File: config.mk
export PLATFORM = sky130hd
export DESIGN_NAME = oc_thermal_supervisor
export DESIGN_NICKNAME = d
export VERILOG_FILES = /design/src/rtl/fsup_pkg.sv /design/src/rtl/fsup_us_timer.sv /design/src/rtl/fsup_streak_ctr.sv /design/src/rtl/oc_thermal_supervisor.sv
export SDC_FILE = /design/constraint.sdc
export NUM_CORES = 1
export LEC_CHECK = 0
export BUFFER_PORTS_ARGS = -buffer_cell sky130_fd_sc_hd__buf_2
export CORE_MARGIN = 2
export CORE_UTILIZATION = 35
export CTS_BUF_LIST = sky130_fd_sc_hd__clkbuf_8 sky130_fd_sc_hd__clkbuf_16
export DETAILED_ROUTE_END_ITERATION = 10
export PLACE_DENSITY = 0.49
export SLEW_MARGIN = 30
export SYNTH_ARGS = -nofsm -noshare
export SYNTH_HDL_FRONTEND = slang
export SYNTH_SLANG_ARGS = --single-unit
File: constraint.sdc
create_clock -name clk -period 2.91 [get_ports clk]
set_input_delay 0.4365 -clock clk [delete_from_list [all_inputs] [get_ports clk]]
set_output_delay 0.4365 -clock clk [all_outputs]
set_load 0.005 [all_outputs]
File: src/rtl/fsup_pkg.sv
package fsup_pkg;
    typedef enum logic [1:0] {
        FS_SOFTSTART = 2'd0,
        FS_RUN       = 2'd1,
        FS_OC_OFF    = 2'd2,
        FS_THERM_OFF = 2'd3
    } fsup_state_e;
endpackage

File: src/rtl/fsup_us_timer.sv
// Microsecond-based interval timer: a cycle prescaler feeding a microsecond
// down-counter. The expire pulse marks the edge that closes the interval.
module fsup_us_timer #(
    parameter int CLK_PER_US = 250,
    parameter int US_W       = 8,
    parameter int INIT_US    = 1
) (
    input  logic            clk,
    input  logic            rst_n,
    input  logic            load,
    input  logic [US_W-1:0] load_us,
    output logic            expire
);
    localparam int PW = $clog2(CLK_PER_US + 1);

    logic [PW-1:0]   pre_q;
    logic [US_W-1:0] us_q;
    logic            wrap;

    assign wrap   = (pre_q == PW'(CLK_PER_US - 1));
    assign expire = wrap && (us_q == US_W'(1));

    always_ff @(posedge clk or negedge rst_n) begin
        if (!rst_n) begin
            pre_q <= '0;
            us_q  <= US_W'(INIT_US);
        end else if (load) begin
            pre_q <= '0;
            us_q  <= load_us;
        end else if (wrap) begin
            pre_q <= '0;
            if (us_q != '0) us_q <= us_q - US_W'(1);
        end else begin
            pre_q <= pre_q + PW'(1);
        end
    end
endmodule

File: src/rtl/fsup_streak_ctr.sv
// Counts consecutive current-limited switching cycles while the stage runs.
module fsup_streak_ctr #(
    parameter int TRIP = 32,
    localparam int W   = $clog2(TRIP + 1)
) (
    input  logic         clk,
    input  logic         rst_n,
    input  logic         enable,
    input  logic         strobe,
    input  logic         hit,
    output logic         trip,
    output logic [W-1:0] count
);
    always_ff @(posedge clk or negedge rst_n) begin
        if (!rst_n) begin
            count <= '0;
        end else if (!enable) begin
            count <= '0;
        end else if (strobe) begin
            if (!hit)                   count <= '0;
            else if (count != W'(TRIP)) count <= count + W'(1);
        end
    end

    assign trip = enable && strobe && hit && (count == W'(TRIP));
endmodule

File: src/rtl/oc_thermal_supervisor.sv
module oc_thermal_supervisor
    import fsup_pkg::*;
#(
    parameter int CLK_PER_US     = 250,
    parameter int OC_TRIP_CYCLES = 32,
    parameter int OFF_US         = 80,
    parameter int SS_US          = 10
) (
    input  logic clk,
    input  logic rst_n,
    input  logic cyc_strobe,
    input  logic ilim_hit,
    input  logic short_det,
    input  logic ot_hot,
    input  logic ot_cool,
    output logic stage_en,
    output logic ss_req,
    output logic ilim_low
);
    localparam int MAX_US = (OFF_US > SS_US) ? OFF_US : SS_US;
    localparam int US_W   = $clog2(MAX_US + 1);
    localparam int SW     = $clog2(OC_TRIP_CYCLES + 1);

    fsup_state_e     state_q, state_d;
    logic            tmr_load, tmr_expire, oc_trip, short_q, run_on;
    logic [US_W-1:0] tmr_val;
    logic [SW-1:0]   streak_q;

    assign run_on = (state_q == FS_SOFTSTART) || (state_q == FS_RUN);

    fsup_streak_ctr #(.TRIP(OC_TRIP_CYCLES)) streak_i (
        .clk    (clk),
        .rst_n  (rst_n),
        .enable (run_on),
        .strobe (cyc_strobe),
        .hit    (ilim_hit),
        .trip   (oc_trip),
        .count  (streak_q)
    );

    assign tmr_load = (state_d != state_q) &&
                      ((state_d == FS_SOFTSTART) || (state_d == FS_OC_OFF));
    assign tmr_val  = (state_d == FS_OC_OFF) ? US_W'(OFF_US) : US_W'(SS_US);

    fsup_us_timer #(.CLK_PER_US(CLK_PER_US), .US_W(US_W), .INIT_US(SS_US)) timer_i (
        .clk     (clk),
        .rst_n   (rst_n),
        .load    (tmr_load),
        .load_us (tmr_val),
        .expire  (tmr_expire)
    );

    // Next-state logic: hot > streak trip > timer expiry.
    always_comb begin
        state_d = state_q;
        unique case (state_q)
            FS_SOFTSTART: begin
                if (ot_hot)          state_d = FS_THERM_OFF;
                else if (oc_trip)    state_d = FS_OC_OFF;
                else if (tmr_expire) state_d = FS_RUN;
            end
            FS_RUN: begin
                if (ot_hot)          state_d = FS_THERM_OFF;
                else if (oc_trip)    state_d = FS_OC_OFF;
            end
            FS_OC_OFF: begin
                if (ot_hot)          state_d = FS_THERM_OFF;
                else if (tmr_expire) state_d = FS_SOFTSTART;
            end
            FS_THERM_OFF: begin
                if (ot_cool && !ot_hot) state_d = FS_SOFTSTART;
            end
        endcase
    end

    always_ff @(posedge clk or negedge rst_n) begin
        if (!rst_n) state_q <= FS_SOFTSTART;
        else        state_q <= state_d;
    end

    // Sticky short flag, cleared at each soft-start entry.
    always_ff @(posedge clk or negedge rst_n) begin
        if (!rst_n)                                          short_q <= 1'b0;
        else if (tmr_load && (state_d == FS_SOFTSTART))      short_q <= 1'b0;
        else if ((state_q == FS_SOFTSTART) && short_det)     short_q <= 1'b1;
    end

    always_comb begin
        stage_en = 1'b0;
        ss_req   = 1'b0;
        ilim_low = 1'b0;
        unique case (state_q)
            FS_SOFTSTART: begin
                stage_en = 1'b1;
                ss_req   = 1'b1;
                ilim_low = short_q;
            end
            FS_RUN:       stage_en = 1'b1;
            FS_OC_OFF:    stage_en = 1'b0;
            FS_THERM_OFF: stage_en = 1'b0;
        endcase
    end
endmodule

==> metrics.txt <==
antenna-violating nets left=0; layout net count=about 180; Die Y=67.33 um; Critical-path top delay cell=or4b_4; status=complete, no violations; Worst setup SP type=flip-flop; Total Wirelength=about 2.6 mm; register-to-register setup slack=~0.74 ns; post-DR wirelength/cell=between 10 and 15 um; initial antenna violation count=0; Arrival @ worst endpoint=2.34 ns; PwrDens=~470 nW/um2; Mapped Area=between 1000 and 1500 um2; Post-CTS Setup Bufs=0; yosys warns=0; CTS resizes=0; share of layout cells above drive strength 1=roughly 17%; Final Hold Violating Endpoints=0; global route overflow=0; Max Clock Freq=approximately 460 MHz; Worst path top cell family by delay=simple AND/OR/NAND/NOR gates; Gate Count Post-Synth=149; first drt pass iteration count=4; post-route insts no fill=212; Root Driver=clkbuf_8; Seq/Total Area, Yosys=between 40% and 50%; Most used DFF post-synth=dfrtp_1; Cell Rows=23; clock buffer depth=2; crit path cell chain=inv_1 -> ha_1 -> nand4bb_4 -> or4b_4 -> a221oi_4 -> nor3_2 -> nor4_2; Skew-Pair Late Insertion Delay=around 0.26 ns; Setup Skew=between 0.008 and 0.009 ns; Sink Count=24; peak supply drop=approximately 140 uV; min Tclk post-route=2.170 ns; max_slew headroom=approximately 63%; drt drc=0; CP Class=reg2reg; final setup fails=0; First DRT Iteration DRCs=60; RD Place Congestion=roughly 0.79; Post-synth ARST share=100.0%; diode count=0; Max-Cap Viols=0; CTS HTree Levels=1; CTS tree=built; FF+latch count, synth=24; GRT Resource Usage Total=between 10% and 20%; type of destination of the critical path=flip-flop; die width=around 67 um; Port-buffer cells=9; Top Ports=10; Die ar.=4533 um2; P_leak=slightly below 0.0007 uW; CP Buf/Inv Count=1; Required @ worst endpoint=3.08 ns; Hold Buf Count CTS=0; RSZ-0062 raised after global routing=false; Placed Instances=approximately 210; Core Area=between 3000 and 4000 um2; number of flops mapped to enable cells by yosys=0; worst-margin pin slew=approximately 0.55 ns; vias in the first global route=roughly 1,000; largest net degree at the start of global routing=25; RR Endpoint=timer_i.us_q[4]$_DFFE_PN0P_; Vias/cell=between 4 and 5; Mapped Avg Cell Area=between 9 and 10 um2; critical path's largest stage delay=between 0.5 and 0.6 ns; Reg clk slew, reported paths=approximately 0.090 ns; RR Startpoint=streak_i.count[0]$_DFFE_PN0P_; Hold Path Class=in2async; CP max FO=5; fin. max-slew vios=0; fin crit share=approximately 75%; TNS Setup=0 ns; Initial Util=35.61%; CTS buffer count=3; vias post-DR=roughly 1,100; Synth cell types=37; Area Overhead vs Synth=11.50%; first-pass GRT wire length=4.526 mm; syn nets=about 160; HPWL after DPL=1.953 mm; worst reg2reg path depth=7
## power by group
part / switching (uW) / internal [uW] / leakage [uW]
clock network: 101 / 92.4 / 0.0000216
registers: 43.0 / 372 / 0.000313
logic: 66.7 / 58.1 / 0.000349
total: 210 / 522 / 0.000684
## stage by stage
step | power [uW] | util, % | hold slack [ns] | cell area, um2 | worst slack, ns
4_1_cts | 741.4 | 39.70 | 0.1722 | 1565 | 0.7233
5_1_grt | 783.8 | 39.70 | 0.1880 | 1565 | 0.6037
3_5_place_dp | 547.3 | 38.65 | 0.4579 | 1524 | 0.7362
2_1_floorplan | 505.3 | - | 0.1409 | 1404 | 0.8724
6_report | 732.6 | 39.70 | 0.1544 | 1565 | 0.7401
3_3_place_gp | 542.8 | 38.65 | 0.4577 | 1524 | 0.7989
## worst max-delay path by stage
| stage | cells past startpoint | start | end | slack, ns |
|---|---|---|---|---|
| after floorplan | 7 | streak_i.count[0]$_DFFE_PN0P_ | timer_i.us_q[4]$_DFFE_PN0P_ | 0.87 |
| after global placement | 7 | streak_i.count[0]$_DFFE_PN0P_ | timer_i.us_q[4]$_DFFE_PN0P_ | 0.80 |
| after detailed placement | 7 | streak_i.count[0]$_DFFE_PN0P_ | timer_i.us_q[4]$_DFFE_PN0P_ | 0.74 |
| after CTS | 7 | streak_i.count[0]$_DFFE_PN0P_ | timer_i.us_q[4]$_DFFE_PN0P_ | 0.72 |
| after global routing | 7 | streak_i.count[0]$_DFFE_PN0P_ | timer_i.us_q[4]$_DFFE_PN0P_ | 0.60 |
| final | 7 | streak_i.count[0]$_DFFE_PN0P_ | timer_i.us_q[4]$_DFFE_PN0P_ | 0.74 |
## cell type report
cell class	instances	area, um2
Sequential cell	24	603.1
Clock buffer	3	41.29
Timing Repair Buffer	12	67.56
Fill cell	369	2377
Inverter	8	30.03
Tap cell	50	62.56
Multi-Input combinational cell	115	760.7
## cells by family after synthesis
| kind of cell | synth area share (%) |
|---|---|
| simple gates | 29.68 |
| flops | 42.96 |
| buf+inv | 2.852 |
| mux | 0.8021 |
| xor+xnor | 6.239 |
| compound gates | 11.23 |
| fa+ha+maj | 6.239 |
## state kept, by name, indices dropped and copies added, names as in the netlist
register	count
streak_i.count	6
short_q	1
timer_i.us_q	7
timer_i.pre_q	8
state_q	2
## per-layer routing
metal  GRT usage, %  vias up  part of all wire (%)
met1          17.00      503                    48
met4          4.847        0                  0.69
met2          22.40        7                    49
met3          2.000        2                   1.9
li1               -      541                     -
met5              0        -                     0
## worst reg2reg max path, stage by stage (launching register included)
cell       delay, ns
dfrtp_1         0.43
inv_1           0.08
ha_1            0.18
nand4bb_4       0.13
or4b_4          0.57
a221oi_4        0.37
nor3_2          0.09
nor4_2          0.24
## synthesized netlist by cell type (4+ instances only)
library cell	count	share of area, %
a21oi_1	4	1.4
dfrtp_1	22	39
ha_1	7	6.2
inv_1	8	2.1
nand2_1	11	2.9
nand2b_1	4	1.8
nand3_1	8	2.9
nor2_1	24	6.4
nor3_1	8	2.9
o21ai_0	8	2.9
xnor2_1	4	2.5
xor2_1	6	3.7
## placed cells by master, fill, tap and decap left out, drive strengths merged, types with 2 or more instances in the layout
cell type	Yosys	routed
nand4	2	2
nor4	3	3
nor2	24	24
xor2	6	6
dfrtp	22	22
nor3	9	9
nand2b	5	5
or2	2	2
inv	8	8
nand4b	2	2
a21oi	4	4
clkbuf	0	3
nand3	8	8
dfstp	2	2
ha	7	7
o21ai	8	8
xnor2	4	4
buf	2	12
o31ai	2	2
nor2b	2	2
nand2	11	11
and2	2	2
o21bai	2	2
(Power assumes the default switching activity.)
